<file path="config.mk">
export PLATFORM = sky130hd
export DESIGN_NAME = addr_match_brk
export DESIGN_NICKNAME = d
export VERILOG_FILES = /design/src/rtl/addr_match_brk_pkg.sv /design/src/rtl/addr_match_brk_ctrl.sv /design/src/rtl/addr_match_brk_dp.sv /design/src/rtl/addr_match_brk.sv
export SDC_FILE = /design/constraint.sdc
export NUM_CORES = 1
export LEC_CHECK = 0
export ABC_AREA = 0
export BUFFER_PORTS_ARGS = -buffer_cell sky130_fd_sc_hd__buf_2
export CORE_ASPECT_RATIO = 0.8
export CORE_MARGIN = 3
export CORE_UTILIZATION = 35
export CTS_CLUSTER_DIAMETER = 200
export DETAILED_ROUTE_END_ITERATION = 6
export GPL_ROUTABILITY_DRIVEN = 0
export GPL_TIMING_DRIVEN = 0
export PLACE_DENSITY = 0.61
export SLEW_MARGIN = 10
export SYNTH_ARGS = -nofsm -noshare
export SYNTH_HDL_FRONTEND = slang
export SYNTH_SLANG_ARGS = --single-unit
</file>
<file path="constraint.sdc">
create_clock -name clk -period 1.86 [get_ports clk]
set_input_delay 0 -clock clk [delete_from_list [all_inputs] [get_ports clk]]
set_output_delay 0 -clock clk [all_outputs]
set_load 0.02 [all_outputs]
</file>
<file path="src/rtl/addr_match_brk_pkg.sv">
package addr_match_brk_pkg;

  // Strobes from control to datapath
  typedef struct packed {
    logic cmpEn;   // first presentation of an instruction start
    logic cfgLoad; // load the selected breakpoint entry
  } brkCtl_t;

endpackage

</file>
<file path="src/rtl/addr_match_brk_ctrl.sv">
module addr_match_brk_ctrl
  import addr_match_brk_pkg::*;
(
  input  logic    clk,
  input  logic    rstN,
  input  logic    instStart,
  input  logic    instHold,
  input  logic    cfgWr,
  output brkCtl_t ctl
);

  // Set when the previous cycle held the same instruction in decode
  logic repeatPres;

  always_ff @(posedge clk or negedge rstN) begin
    if (!rstN) begin
      repeatPres <= 1'b0;
    end else begin
      repeatPres <= instStart & instHold;
    end
  end

  always_comb begin
    ctl         = '0;
    ctl.cmpEn   = instStart & ~repeatPres;
    ctl.cfgLoad = cfgWr;
  end

endmodule

</file>
<file path="src/rtl/addr_match_brk_dp.sv">
module addr_match_brk_dp
  import addr_match_brk_pkg::*;
#(
  parameter int ADDR_W = 20,
  parameter int NUM_BRK = 2,
  localparam int SEL_W = (NUM_BRK > 1) ? $clog2(NUM_BRK) : 1
) (
  input  logic              clk,
  input  logic              rstN,
  input  brkCtl_t           ctl,
  input  logic [ADDR_W-1:0] instAddr,
  input  logic [SEL_W-1:0]  cfgSel,
  input  logic [ADDR_W-1:0] cfgAddr,
  input  logic              cfgArm,
  output logic              brkReq,
  output logic [SEL_W-1:0]  brkIdx
);

  logic [NUM_BRK-1:0] hitVec;
  logic [SEL_W-1:0]   hitSel;
  logic               anyHit;

  for (genvar g = 0; g < NUM_BRK; g++) begin : gen_entry
    logic [ADDR_W-1:0] bpAddr;
    logic              bpArm;
    logic              selMe;

    assign selMe = ctl.cfgLoad && (cfgSel == SEL_W'(g));

    always_ff @(posedge clk or negedge rstN) begin
      if (!rstN) begin
        bpAddr <= '0;
        bpArm  <= 1'b0;
      end else if (selMe) begin
        bpAddr <= cfgAddr;
        bpArm  <= cfgArm;
      end
    end

    assign hitVec[g] = bpArm && (bpAddr == instAddr);
  end

  // Lowest index wins
  always_comb begin
    hitSel = '0;
    for (int i = NUM_BRK - 1; i >= 0; i--) begin
      if (hitVec[i]) hitSel = SEL_W'(i);
    end
  end

  assign anyHit = ctl.cmpEn && (|hitVec);

  always_ff @(posedge clk or negedge rstN) begin
    if (!rstN) begin
      brkReq <= 1'b0;
      brkIdx <= '0;
    end else begin
      brkReq <= anyHit;
      brkIdx <= anyHit ? hitSel : '0;
    end
  end

endmodule

</file>
<file path="src/rtl/addr_match_brk.sv">
module addr_match_brk
  import addr_match_brk_pkg::*;
#(
  parameter int ADDR_W = 20,
  parameter int NUM_BRK = 2,
  localparam int SEL_W = (NUM_BRK > 1) ? $clog2(NUM_BRK) : 1
) (
  input  logic              clk,
  input  logic              rstN,
  input  logic              instStart,
  input  logic              instHold,
  input  logic [ADDR_W-1:0] instAddr,
  input  logic              cfgWr,
  input  logic [SEL_W-1:0]  cfgSel,
  input  logic [ADDR_W-1:0] cfgAddr,
  input  logic              cfgArm,
  output logic              brkReq,
  output logic [SEL_W-1:0]  brkIdx
);

  brkCtl_t ctl;

  addr_match_brk_ctrl ctrl_i (
    .clk       (clk),
    .rstN      (rstN),
    .instStart (instStart),
    .instHold  (instHold),
    .cfgWr     (cfgWr),
    .ctl       (ctl)
  );

  addr_match_brk_dp #(
    .ADDR_W  (ADDR_W),
    .NUM_BRK (NUM_BRK)
  ) dp_i (
    .clk      (clk),
    .rstN     (rstN),
    .ctl      (ctl),
    .instAddr (instAddr),
    .cfgSel   (cfgSel),
    .cfgAddr  (cfgAddr),
    .cfgArm   (cfgArm),
    .brkReq   (brkReq),
    .brkIdx   (brkIdx)
  );

endmodule

</file>
==> results of run 1 <==
[per-layer routing]
layer | share of wire | track usage | vias up
li1 | - | - | 713
met1 | 0.52 | 0.209 | 690
met2 | 0.40 | 0.200 | 49
met3 | 0.067 | 0.0336 | 5
met4 | 0.0089 | 0.0439 | 0
met5 | 0 | 0 | -
[logic make-up after synthesis]
kind of cell / count (synthesis) / share of synthesized area
flip-flops: 45 / 0.530
AO/OA/AOI/OAI: 5 / 0.0182
XOR/XNOR: 37 / 0.152
buffers and inverters: 8 / 0.0153
AND/OR/NAND/NOR: 23 / 0.0671
multiplexers: 41 / 0.217
[what timing repair did]
item / in CTS / in global routing
endpoints found under the hold margin: 88 / 0
endpoints found under the setup margin: 0 / 0
hold buffers: 24 / 0
[area by class of cell]
type	instances	area [µm²]
plain buffers	4	17.5
clock buffers	7	86.3
fillers	562	2860
inverters	4	15.0
multi-input cells	106	967
flip-flops and latches	45	1130
well taps	78	97.6
repair buffers	72	480
[worst reg2reg max path, delay by kind of cell (launching register included)]
kind	cells	cell delay [ns]
AO/OA/AOI/OAI	1	0.30
XOR/XNOR	1	0.15
flip-flops	1	0.39
AND/OR/NAND/NOR	2	0.65
[report_power, final]
| part | leakage (nW) | switching [mW] | total (mW) | internal, mW |
|---|---|---|---|---|
| combinational | 0.635 | 0.195 | 0.475 | 0.280 |
| clock | 0.0443 | 0.308 | 0.603 | 0.295 |
| sequential | 0.534 | 0.0831 | 1.20 | 1.11 |
| total | 1.21 | 0.587 | 2.27 | 1.69 |
[registers in the layout, summed over array words and instances, names as in the netlist]
name,cells
dp_i.gen_entry.bpArm,2
dp_i.gen_entry.bpAddr,40
dp_i.brkReq,1
dp_i.brkIdx,1
ctrl_i.repeatPres,1
[worst max-delay path by stage]
| stage | cells past startpoint | end |
|---|---|---|
| global placement | 4 | dp_i.brkIdx |
| finish | 4 | dp_i.brkIdx |
| CTS | 4 | dp_i.brkIdx |
| detailed placement | 4 | dp_i.brkIdx |
| global route | 4 | dp_i.brkIdx |
| floorplan | 4 | dp_i.brkIdx |
[through the flow]
stage / utilization / hold WS [ns] / std cells / cell area [µm²] / setup slack (ns)
3_5_place_dp: 0.436 / 0.229 / 285 / 2460 / 0.290
4_1_cts: 0.494 / 0.0848 / 316 / 2790 / 0.267
5_1_grt: 0.494 / 0.113 / 316 / 2790 / 0.129
3_3_place_gp: 0.436 / 0.227 / 285 / 2460 / 0.268
2_1_floorplan: - / -0.296 / 159 / 2130 / 0.484
6_report: 0.494 / 0.0859 / 316 / 2790 / 0.264
[cell usage after synthesis (2+ instances only)]
library cell	count	area share
nand2_1	3	0.0053
xor2_1	16	0.066
nand2b_1	2	0.0059
nor4_1	4	0.012
mux2_2	41	0.22
clkbuf_1	2	0.0035
xnor2_1	21	0.087
buf_2	2	0.0047
inv_1	4	0.0071
nand4_1	5	0.015
dfrtp_1	45	0.53
==> flow_metrics.py, run 1 <==
metrics = {
    "clocking": {
        "ctsResizeCount": 0,
        "cts_buffer_depth": 2,
        "path_clk_slew_ns": 0.08,
        "insertion_delay_ns": 0.29,
        "cts.sinks": 45,
        "cts_made_buffers": 5,
        "cts_tree": "done",
        "htree_levels": 2,
        "cts-root-buf": "clkbuf_8",
        "cts_setup_buffers": 0,
    },
    "floorplan": {
        "fp.coreArea_um2": 5650,
        "placementRows": 24,
        "ios": 49,
        "start_util": 0.377,
        "die_width_um": 93.1,
        "dieArea_um2": 7050,
        "die_y_um": 75.7,
    },
    "grt": {
        "overflow": 0,
        "antenna_found_initial": 0,
        "first_global_vias": 1494,
        "grt_pass1_wl_um": 7300,
        "grt_start_max_net_pins": 46,
        "grt_use_total": 0.140,
    },
    "worst_setup_path": {
        "reg2reg_to": "dp_i.brkIdx",
        "slowest_delay_ns": 0.46,
        "path_buf_inv": 0,
        "cp.arrival_ns": 1.79,
        "cp_data_required_time_ns": 2.05,
        "crit_chain": "xor2_1, nor4_1, nand4_1, a311oi_1",
        "reg2reg_slack_ns": 0.26,
        "rr_startpoint": "dp_i.gen_entry[1].bpAddr[14]",
        "cp_max_fo": 2,
        "crit_slowest_cell": "nor4_1",
        "end_kind": "register",
        "worstRegToRegCells": 4,
        "startpoint_type": "register",
        "critPathLaunch": "dp_i.gen_entry[1].bpAddr[14]",
        "setup.worst_path.class": "register to register",
        "critPathTopFamily": "simple AND/OR/NAND/NOR gates",
    },
    "flow_run": {
        "maxCapViolations": 0,
    },
    "routing": {
        "drc": 0,
        "vias_per_cell": 4.61,
        "wire_per_inst_um": 14.6,
        "drtAntennaViolNets": 0,
        "drtIter0Drc": 42,
        "first_pass_iters": 4,
        "num_vias": 1457,
        "drt-total-wl_um": 4620,
    },
    "final_layout": {
        "most-common-layout-cells": "buf_2 (50), dfrtp_1 (45), mux2_2 (41), dlygate4sd3_1 (24), xnor2_1 (21)",
        "final_common_cell": "buf_2",
        "syn2layout_area_growth_pct": 31.3,
        "antenna_cells": 0,
        "layout.nets": 285,
        "drive_above_1_share": 0.412,
    },
    "sta": {
        "fin_crit_ns": 1.60,
        "worst_slew_pin_slew_ns": 1.02,
        "fin_crit_sh": 0.858,
        "drv_slew": 0,
        "maxSlewHeadroom": 0.318,
        "rsz0062_at_grt": "false",
        "finalSetupViolCount": 0,
        "finalHoldViolCount": 0,
        "fmax_ghz": 0.627,
        "fin_skew_ns": 0.00521,
        "final.setup.tns_ns": 0,
    },
    "placed_design": {
        "dp_hpwl_um": 3480,
        "numPortBuffers": 48,
    },
    "power": {
        "vdd_drop_max_mv": 0.343,
        "p_leak_nw": 1.21,
        "power_density_nw_per_um2": 815,
        "power.total_mw": 2.27,
    },
    "logic_synthesis": {
        "syn_nets": 206,
        "ys.flop_type": "dfrtp_1",
        "synth.distinct_cells": 25,
        "syn_inst": 159,
        "ys_seq_area_frac": 0.530,
        "syn_area_um2": 2130,
        "yosys_warnings": 0,
        "ys_async_sr_fraction": 1.00,
        "ys_ff_latch": 45,
        "synth_edf_count": 0,
        "syn_area_per_cell_um2": 13.4,
    },
    "status": {
        "status": "complete, no violations",
    },
    "hold_path": {
        "holdPathEnd": "dp_i.gen_entry[1].bpArm",
        "worstHoldStart": "cfgWr",
        "hold_depth": 3,
        "hp-class": "input pin to register",
    },
}
(Power assumes the default switching activity.)
==> run 2: changes to the inputs <==
SYNTH_HIERARCHICAL = 1   (was default)
==> run 2 against run 1 <==
  * Hold slack better by 0.028 ns
  * Flip-flop and latch count unchanged
  * Synthesized cell count up 0.63%
  * Worst setup slack lost 0.080 ns
  * Critical path depth unchanged
  * Combinational power shrank 2%
  * Cell count did not move
  * Critical endpoint is now dp_i/brkIdx
  * Highest routed layer unchanged
==> flow_metrics.py, run 2 <==
metrics = {
    "status": {
        "status": "complete, no violations",
    },
    "sta": {
        "rsz0062_at_grt": "false",
        "fin_crit_sh": 0.901,
        "final.setup.tns_ns": 0,
        "maxSlewHeadroom": 0.341,
        "finalHoldViolCount": 0,
        "fin_hold_ws_ns": 0.114,
        "fmax_ghz": 0.597,
        "finalSetupViolCount": 0,
        "drv_slew": 0,
        "fin_skew_ns": 0.00148,
        "worst_slew_pin_slew_ns": 0.988,
        "fin_crit_ns": 1.68,
    },
    "power": {
        "p_leak_nw": 1.22,
        "seqPwrFrac": 0.529,
        "power_density_nw_per_um2": 809,
        "swShare": 0.256,
        "pwr-share-comb": 0.206,
        "switchingPower_mw": 0.580,
        "p_clk_frac": 0.265,
        "vdd_drop_max_mv": 0.445,
        "p_int_mw": 1.69,
    },
    "logic_synthesis": {
        "ys_seq_area_frac": 0.526,
        "synth_edf_count": 0,
        "yosysTopAreaCellShare": 0.526,
        "syn_area_um2": 2140,
        "syn_inst": 160,
        "ys_ff_latch": 45,
        "synth.distinct_cells": 26,
        "syn_area_per_cell_um2": 13.4,
        "yosys.area.top_type": "dfrtp_1",
        "post-synth-top-count-cell": "dfrtp_1",
        "ys.flop_type": "dfrtp_1",
        "netlist_top_cells_count": "dfrtp_1 (45), mux2_2 (41), xor2_1 (19)",
        "syn_nets": 207,
        "ys_async_sr_fraction": 1.00,
        "yosys_warnings": 6,
        "synth.area.top_cells": "dfrtp_1 (53%), mux2_2 (22%), xor2_1 (7.8%), xnor2_1 (7.4%), nand4_1 (1.5%)",
    },
    "routing": {
        "drtIter0Drc": 38,
        "num_vias": 1456,
        "drtAntennaViolNets": 0,
        "first_pass_iters": 4,
        "drc": 0,
        "vias_per_cell": 4.61,
        "wire_per_inst_um": 14.5,
        "drt-total-wl_um": 4570,
    },
    "clocking": {
        "ctsResizeCount": 0,
        "insertion_delay_ns": 0.29,
        "cts_tree": "done",
        "path_clk_slew_ns": 0.08,
        "cts_buffer_depth": 2,
        "cts.sinks": 45,
        "cts_made_buffers": 5,
        "cts-root-buf": "clkbuf_8",
        "htree_levels": 2,
    },
    "worst_setup_path": {
        "cp.arrival_ns": 1.86,
        "setup.worst_path.class": "register to register",
        "cp_max_fo": 2,
        "cp_data_required_time_ns": 2.04,
        "end_kind": "register",
        "startpoint_type": "register",
    },
    "floorplan": {
        "dieArea_um2": 7100,
        "die_width_um": 93.5,
        "placementRows": 24,
        "ios": 49,
        "die_y_um": 76.0,
        "start_util": 0.377,
        "fp.coreArea_um2": 5680,
    },
    "grt": {
        "grt_start_max_net_pins": 46,
        "grt_use_total": 0.137,
        "grt_pass1_wl_um": 7450,
        "antenna_found_initial": 0,
        "overflow": 0,
        "first_global_vias": 1586,
    },
    "final_layout": {
        "largest_register": "dp_i/gen_entry.bpAddr",
        "drive_above_1_share": 0.416,
        "most-common-layout-cells": "buf_2 (49), dfrtp_1 (45), mux2_2 (41), dlygate4sd3_1 (24), xor2_1 (19)",
        "antenna_cells": 0,
        "final_area_um2": 2800,
        "syn2layout_area_growth_pct": 30.8,
        "final_common_cell": "buf_2",
        "largest_reg_flops": 40,
        "top_regs": "dp_i/gen_entry.bpAddr x40, dp_i/gen_entry.bpArm x2",
        "layout.nets": 285,
    },
    "placed_design": {
        "dpl_cell_area_um2": 2470,
        "dp_hpwl_um": 3360,
        "numPortBuffers": 47,
    },
    "hold_path": {
        "hp-class": "input pin to register",
    },
    "flow_run": {
        "maxCapViolations": 0,
    },
}
-- run 2: cell types whose count changed after synthesis, sizes merged --
cell	before	now
nor2b	1	2
nor4	4	5
xnor2	21	18
nand2b	2	1
xor2	16	19
or4	2	1
buf	2	3
-- run 2: path summary, 6_finish.rpt --
check | from | end | slack [ns] | cells past startpoint
setup / recovery | dp_i/gen_entry[1].bpAddr[12] | dp_i/brkIdx | 0.18 | 4
hold reg to reg | dp_i/gen_entry[1].bpArm | dp_i/gen_entry[1].bpArm | 0.52 | 1
max in group asynchronous | rstN | dp_i/gen_entry[1].bpAddr[4] | 0.84 | 2
hold / removal | cfgSel | dp_i/gen_entry[0].bpAddr[8] | 0.11 | 3
min in group asynchronous | rstN | dp_i/gen_entry[0].bpAddr[14] | 0.40 | 2
setup reg to reg | dp_i/gen_entry[1].bpAddr[12] | dp_i/brkIdx | 0.18 | 4
-- run 2: critical path, cell delays in order (launching register included) --
cell and delay, ns:
dfrtp_1 0.39, xor2_1 0.15, nor4_1 0.47, nand4_1 0.22, a311oi_1 0.34
-- run 2: area by class of cell --
cell class | count | area [µm²]
clock buffer | 7 | 86.3
fill | 513 | 2870
timing repair buffer | 71 | 475
buffer | 5 | 25.0
tap | 78 | 97.6
multi-input combinational | 106 | 976
inverter | 4 | 15.0
sequential | 45 | 1130
-- run 2: cell families after synthesis --
family	Yosys count	share of synthesized area
flops	45	0.526
mux	41	0.216
xor+xnor	37	0.151
simple gates	23	0.0678
buf+inv	9	0.0187
compound gates	5	0.0210
-- run 2: what timing repair did --
action,in CTS,in global routing
endpoints found under the hold margin,88,0
setup endpoints to repair,0,0
hold buffers,24,0
setup buffers,0,0
-- run 2: routing by layer --
metal / GRT usage / vias up / share of wire
met1: 0.194 / 696 / 0.49
met3: 0.0385 / 7 / 0.061
met2: 0.200 / 38 / 0.43
met5: 0 / - / 0
li1: - / 715 / -
met4: 0.0483 / 0 / 0.013
-- run 2: power by group through the flow --
stage / Clock [mW] / Combinational, mW / Sequential, mW
after global routing: 0.653 / 0.519 / 1.22
after CTS: 0.625 / 0.474 / 1.20
after global placement: 0 / 0.429 / 1.21
after floorplan: 0 / 0.290 / 1.20
after detailed placement: 0 / 0.434 / 1.22
final: 0.600 / 0.467 / 1.20
-- run 2: per-stage QoR --
stage,cells,util,power (mW),setup slack [ns]
global placement,285,0.436,1.64,0.189
CTS,316,0.494,2.30,0.156
finish,316,0.494,2.27,0.184
global route,316,0.494,2.39,0.0757
floorplan,160,-,1.49,0.541
detailed placement,285,0.436,1.65,0.189
